File: config.mk
export PLATFORM = sky130hd
export DESIGN_NAME = adc_serial_reader
export DESIGN_NICKNAME = d
export VERILOG_FILES = /design/src/rtl/adc_serial_reader.sv
export SDC_FILE = /design/constraint.sdc
export NUM_CORES = 1
export LEC_CHECK = 0
export BUFFER_PORTS_ARGS = -buffer_cell sky130_fd_sc_hd__buf_2
export CAP_MARGIN = 20
export CORE_ASPECT_RATIO = 1.1
export CORE_MARGIN = 3
export CORE_UTILIZATION = 30
export DETAILED_ROUTE_END_ITERATION = 12
export GPL_TIMING_DRIVEN = 0
export PLACE_DENSITY = 0.5
export SETUP_SLACK_MARGIN = 0.2
export SLEW_MARGIN = 40
export SYNTH_ARGS = -nofsm -noshare
export SYNTH_HDL_FRONTEND = slang
export SYNTH_SLANG_ARGS = --single-unit
File: constraint.sdc
create_clock -name clk -period 2.61 [get_ports clk]
set_input_delay 0.261 -clock clk [delete_from_list [all_inputs] [get_ports clk]]
set_output_delay 0.261 -clock clk [all_outputs]
set_load 0.1 [all_outputs]
File: src/rtl/adc_serial_reader.sv
module adc_serial_reader #(
  parameter int DATA_BITS       = 16,
  parameter int CONV_MAX_CYCLES = 40,
  parameter int SCK_HALF_CYCLES = 2
) (
  input  logic                 clk,
  input  logic                 rst,
  input  logic                 start,
  input  logic                 sdo,
  output logic                 cnv,
  output logic                 sck,
  output logic                 busy,
  output logic                 data_valid,
  output logic [DATA_BITS-1:0] data
);
  localparam int CMAX = (CONV_MAX_CYCLES > SCK_HALF_CYCLES) ? CONV_MAX_CYCLES : SCK_HALF_CYCLES;
  localparam int CW   = $clog2(CMAX + 1);
  localparam int BW   = $clog2(DATA_BITS + 1);

  typedef enum logic [1:0] {IDLE, CONV, READ} state_t;

  state_t               st;
  logic [CW-1:0]        cnt;
  logic [BW-1:0]        nbits;
  logic [DATA_BITS-1:0] shreg;

  wire tick = (cnt == '0);
  wire last = (nbits == BW'(DATA_BITS - 1));
  wire [DATA_BITS-1:0] word = {shreg[DATA_BITS-2:0], sdo};

  assign busy = (st != IDLE);

  always_ff @(posedge clk) begin
    if (rst) begin
      st         <= IDLE;
      cnv        <= 1'b0;
      sck        <= 1'b0;
      data_valid <= 1'b0;
      cnt        <= '0;
      nbits      <= '0;
      shreg      <= '0;
      data       <= '0;
    end else begin
      data_valid <= 1'b0;
      case (st)
        IDLE: if (start) begin
          st  <= CONV;
          cnv <= 1'b1;
          cnt <= CW'(CONV_MAX_CYCLES - 1);
        end
        CONV: if (tick) begin
          cnv   <= 1'b0;
          st    <= READ;
          cnt   <= CW'(SCK_HALF_CYCLES - 1);
          nbits <= '0;
        end else begin
          cnt <= cnt - 1'b1;
        end
        READ: if (!tick) begin
          cnt <= cnt - 1'b1;
        end else if (sck) begin
          sck <= 1'b0;
          cnt <= CW'(SCK_HALF_CYCLES - 1);
        end else begin
          shreg <= word;
          nbits <= nbits + 1'b1;
          if (last) begin
            data       <= word;
            data_valid <= 1'b1;
            st         <= IDLE;
          end else begin
            sck <= 1'b1;
            cnt <= CW'(SCK_HALF_CYCLES - 1);
          end
        end
        default: st <= IDLE;
      endcase
    end
  end
endmodule


== Yosys cells after proc, flatten, opt, wreduce, memory -nomap -nowiden ==
Cells that the tools add are included.
Word-level totals
  bits in registers: 47
Operators by class
  $add $sub $neg: 2
  equal/unequal tests: 9
  multiplexer cells: 22
  bitwise gates (word level): 3
  reduce and logical (&&, ||, !) cells: 14
Operators with widths (count)
  $mux 6: 5
  $pmux 6 s3: 1
  $mux 5: 3
  $mux 2: 5
  $ne 2x2->1 const B: 5
  $pmux 5 s2: 1
  $reduce_and 3->1: 3
  $reduce_and 4->1: 2
  $logic_not 6->1: 1
  $pmux 2 s3: 1
  $reduce_bool 2->1: 3
  $sub 6x1->6 const B: 1
  $add 5x1->5 const B: 1
  $eq 5x4->1 const B: 1
  $mux 1: 5
  $reduce_and 5->1: 1
  $ne 4x4->1 const B: 1
  $reduce_or 4->1: 1
  $not 1->1: 3
  $reduce_bool 3->1: 1
  $eq 2x1->1 const B: 1
  $eq 2x2->1 const B: 1
  $logic_not 2->1: 1
  $pmux 1 s2: 1
  $reduce_and 2->1: 1

== Longest topological paths before layout ==
  depth in word-level cells: 5
  depth in mapped cells: 9

== Least setup slack after synthesis ==
OpenSTA, ideal clock, no wires.
  path kind: reg-to-reg
  start: register sck
  end: register cnt[1]
  setup time: 129 ps
  arrival time: 2041 ps
  setup slack: 440 ps
  stages on the path, launching flop included: 6
  buffers on the path: 1
  clock period less this slack: 2170 ps
  cells stage by stage: dfxtp_1 > nor2b_1 > and4_1 > clkbuf_1 > nor4_1 > nor3_1
On the way
  longest elaborated chain between the ends: 3
  elaborated cells on any way between the ends: 5
  classes of those cells: eq/ne (1); mux (3); reduce/logical (1)
RTL lines
  start: declaration: RTL line 11  | output logic sck,
  start signal: assignment: RTL line 37  | sck <= 1'b0;
  start signal: assignment: RTL line 62  | sck <= 1'b0;
  start signal: assignment: RTL line 72  | sck <= 1'b1;
  $mux 6: RTL line 61  | end else if (sck) begin
  $mux 6: RTL line 59  | READ: if (!tick) begin
  $pmux 6 s3: RTL line 45  | case (st)
  end signal: assignment: RTL line 49  | cnt <= CW'(CONV_MAX_CYCLES - 1);
  end signal: assignment: RTL line 60  | cnt <= cnt - 1'b1;
  end signal: assignment: RTL line 63  | cnt <= CW'(SCK_HALF_CYCLES - 1);
  end: declaration: RTL line 23  | logic [CW-1:0] cnt;
Parallel ways exist; a longest one is shown, timed or not.
A chain may end at the register's enable or synchronous reset.

== Worst setup path after layout ==
  start: register st[0]
  end: register shreg[6]
On the way
  longest elaborated chain between the ends: 2
RTL lines
  start: declaration: RTL line 22  | state_t st;
  start signal: assignment: RTL line 35  | st <= IDLE;
  start signal: assignment: RTL line 47  | st <= CONV;
  start signal: assignment: RTL line 53  | st <= READ;
  $eq 2x2->1: RTL line 45
  $reduce_and 3->1 (no line)
  end signal: assignment: RTL line 65  | shreg <= word;
  end: declaration: RTL line 25  | logic [DATA_BITS-1:0] shreg;
No other way between the ends.

==> key figures <==
Critical path
  • Crit path required time: 2.78 ns
  • Crit end category: register
  • Crit-path max FO: 10
  • CP max stage cell: or4_1
  • CP Class: reg2reg
  • CP arrival: 2.31 ns
  • Crit-path cells: inv_1, ha_1, clkbuf_1, inv_1, or4_1, buf_2, buf_6, nand2_1, a21oi_1
  • Worst setup SP type: register
  • Cell mode on critical path: inv_1
  • Slowest Stage Delay on Critical Path: 0.53 ns

Floorplan
  • Die Footprint: 7770 um^2
  • Placement Rows: 30
  • Core area: 6340 um^2
  • Die span in y: 92.1 um
  • Top-Level Pins: 24
  • Die W: 84.3 um
  • Initial Util: 31.9%

Drt
  • Antenna violation net count after detailed routing: 0
  • Routed len/inst: 12.3 um
  • Iter 0 DRT Violations: 87
  • Vias after detailed routing: 1780
  • First-pass detailed-route iteration total: 4
  • Via density: 4.90
  • Final WL: 4.46 mm
  • Drc violations: 0

Timing
  • Slew Limit Fails: 0
  • Final setup fails: 0
  • Layout Skew: 0.00633 ns
  • Slew @ Worst Pin: 0.650 ns
  • Rel. slew slack: 56.6%
  • Minimum clock period: 2.13 ns
  • Final period util: 81.8%
  • Setup tns final: 0 ns
  • Hold WS: 0.212 ns
  • Fmax: 469 MHz
  • Post-route setup slack: 0.476 ns
  • Final Hold Fails: 0
  • RSZ-0062 raised after global routing: false

Yosys
  • Post-synthesis cell area: 2020 um^2
  • Dominant cell type by area after synthesis: dfxtp_1
  • Synth Instances: 252
  • Register area share after synthesis: 46.5%
  • Top cells by area, synth: dfxtp_1, nand2_1, a21oi_1
  • FF+latch count, synth: 47
  • Top cell type's share of synthesized area: 46.5%
  • Syn_nets: 265
  • Warnings from Yosys: 0
  • Netlist cell types: 36
  • Avg Synthesized Cell Area: 8.03 um^2

Power and ir drop
  • Seq pwr share: 39.0%
  • Clock network power share: 27.1%
  • VDD IR-drop max: 703 uV
  • Cell Pwr Density: 892 nW/um^2
  • Power, Total: 0.00211 W
  • P_int: 0.00131 W
  • Logic gate share of total power: 33.9%
  • Sw Pwr: 0.000800 W
  • Pleak: 0.901 nW
  • Net Sw Frac: 37.9%

Clock network
  • CTS root buf: clkbuf_8
  • CTS Sinks: 47
  • H-tree depth: 2
  • Clk_lat worst skew: 0.30 ns
  • CTS Buffer Depth: 2
  • Hold_buf cts: 0
  • Clk slew on worst S/H paths: 0.09 ns
  • Num CTS Buffers: 5
  • CTS tree: done

Final layout
  • Final-layout fill cell count: 684
  • Area Growth Syn to Fin: 16.9%
  • Design Area, Final: 2370 um^2
  • Inserted Diodes: 0
  • Share of layout cells above drive strength 1: 15.2%
  • Layout net count: 295

Placed design
  • Final HPWL DP: 3.18 mm
  • DP Worst Slack: 0.348 ns
  • PortBufs: 22
  • Placed inst area: 2230 um^2
  • Final GP Congestion: 0.812

GRT
  • Wire length of the first global-routing pass: 7.51 mm
  • GRT overflow: 0
  • Vias in the first global route: 1615
  • Initial antenna violation count: 0
  • Largest net degree at the start of global routing: 16
  • Overall global routing resource usage: 11.8%

Run status
  • Outcome: finished clean

Job
  • Max-cap violations: 0

Min path
  • Worst hold path type: in2reg
[power groups by stage]
stage / Clock (W) / Combinational [W] / Sequential, W
final: 0.000572 / 0.000715 / 0.000824
after global routing: 0.000625 / 0.000791 / 0.000831
after CTS: 0.000593 / 0.000713 / 0.000823
after detailed placement: 0 / 0.000712 / 0.000839
after global placement: 0 / 0.000711 / 0.000840
after floorplan: 0 / 0.000525 / 0.000881
[worst max-delay path, delay by kind of cell, from the launching register on]
kind | cells | cell delay (ns)
AOI/OAI and AO/OA | 1 | 0.06
DFF | 1 | 0.35
and+or+nand+nor | 2 | 0.59
adders and majority gates | 1 | 0.15
buffers and inverters | 5 | 0.86
[flip-flops by register name (all words and copies together) (netlist names)]
name and cells:
data 16, shreg 15, cnt 6, nbits 5, st 2, cnv 1, data_valid 1, sck 1
[synth_stat cells]
cell type	n
a2111oi_0	1
a211oi_1	1
a21oi_1	45
a221oi_1	1
a22oi_1	1
a2bb2oi_1	1
a31oi_1	2
a41o_1	1
and3_1	2
and4_1	1
buf_1	1
buf_2	3
buf_6	1
clkbuf_1	10
dfxtp_1	47
ha_1	9
inv_1	12
mux2i_1	3
nand2_1	71
nand3_1	4
nand4_1	2
nor2_1	7
nor2b_1	2
nor3_1	3
nor4_1	1
nor4_2	1
nor4_4	1
o211ai_1	1
o21ai_0	4
o311ai_0	1
o31ai_1	3
o41ai_1	1
or2_2	3
or3_1	3
or4_1	1
or4_4	1
[routing by layer]
layer | global-route usage [%] | wire (um) | vias up
met5 | 0 | 0 | -
met4 | 4.42 | 61 | 0
met3 | 2.96 | 215 | 6
met2 | 18.8 | 2000 | 37
met1 | 15.3 | 2180 | 822
li1 | - | - | 915
[area by class of cell]
type	count	area, um^2	share of cell area (%)
buffer	15	70.1	2.96
clock buffer	6	82.6	3.49
clock inverter	2	38.8	1.64
inverter	12	45.0	1.90
multi-input combinational	178	971	41.0
sequential	47	941	39.8
tap	80	100	4.23
timing repair buffer	23	118	4.97
[logic make-up (layout without fill, tap and decap cells)]
kind of cell / Yosys count / in the layout / synth area share [%]
simple gates: 103 / 103 / 23.3
buf+inv: 27 / 58 / 5.57
mux: 3 / 3 / 1.48
compound gates: 63 / 63 / 17.6
flops: 47 / 47 / 46.5
fa+ha+maj: 9 / 9 / 5.57
[cells in the final DEF, fill, tap and decap left out, drive strengths merged, types with 2 or more instances in the layout]
master,n
nand2,71
dfxtp,47
a21oi,45
buf,28
clkbuf,16
inv,13
ha,9
nor2,7
nand3,4
o21ai,4
or2,3
or3,3
mux2i,3
nor3,3
o31ai,3
nor4,3
and3,2
nor2b,2
nand4,2
a31oi,2
or4,2
[through the flow]
step	cells	utilization, %
4_1_cts	362	37.1
5_1_grt	363	37.3
6_report	363	37.3
2_1_floorplan	252	-
3_5_place_dp	354	35.2
3_3_place_gp	354	35.2
[worst paths after layout]
check / depth (start not counted) / end / from / slack (ns)
worst max-delay path: 9 / shreg[6] / st[0] / 0.48
worst min-delay path: 3 / data[0] / sdo / 0.21
worst max register to register: 9 / shreg[6] / st[0] / 0.48
worst min register to register: 2 / data[14] / data[14] / 0.46
[timing repair]
action,in CTS,in global routing
setup buffers,0,1
resized for setup,0,4
endpoints found under the setup margin,0,15
(Power assumes the default switching activity.)
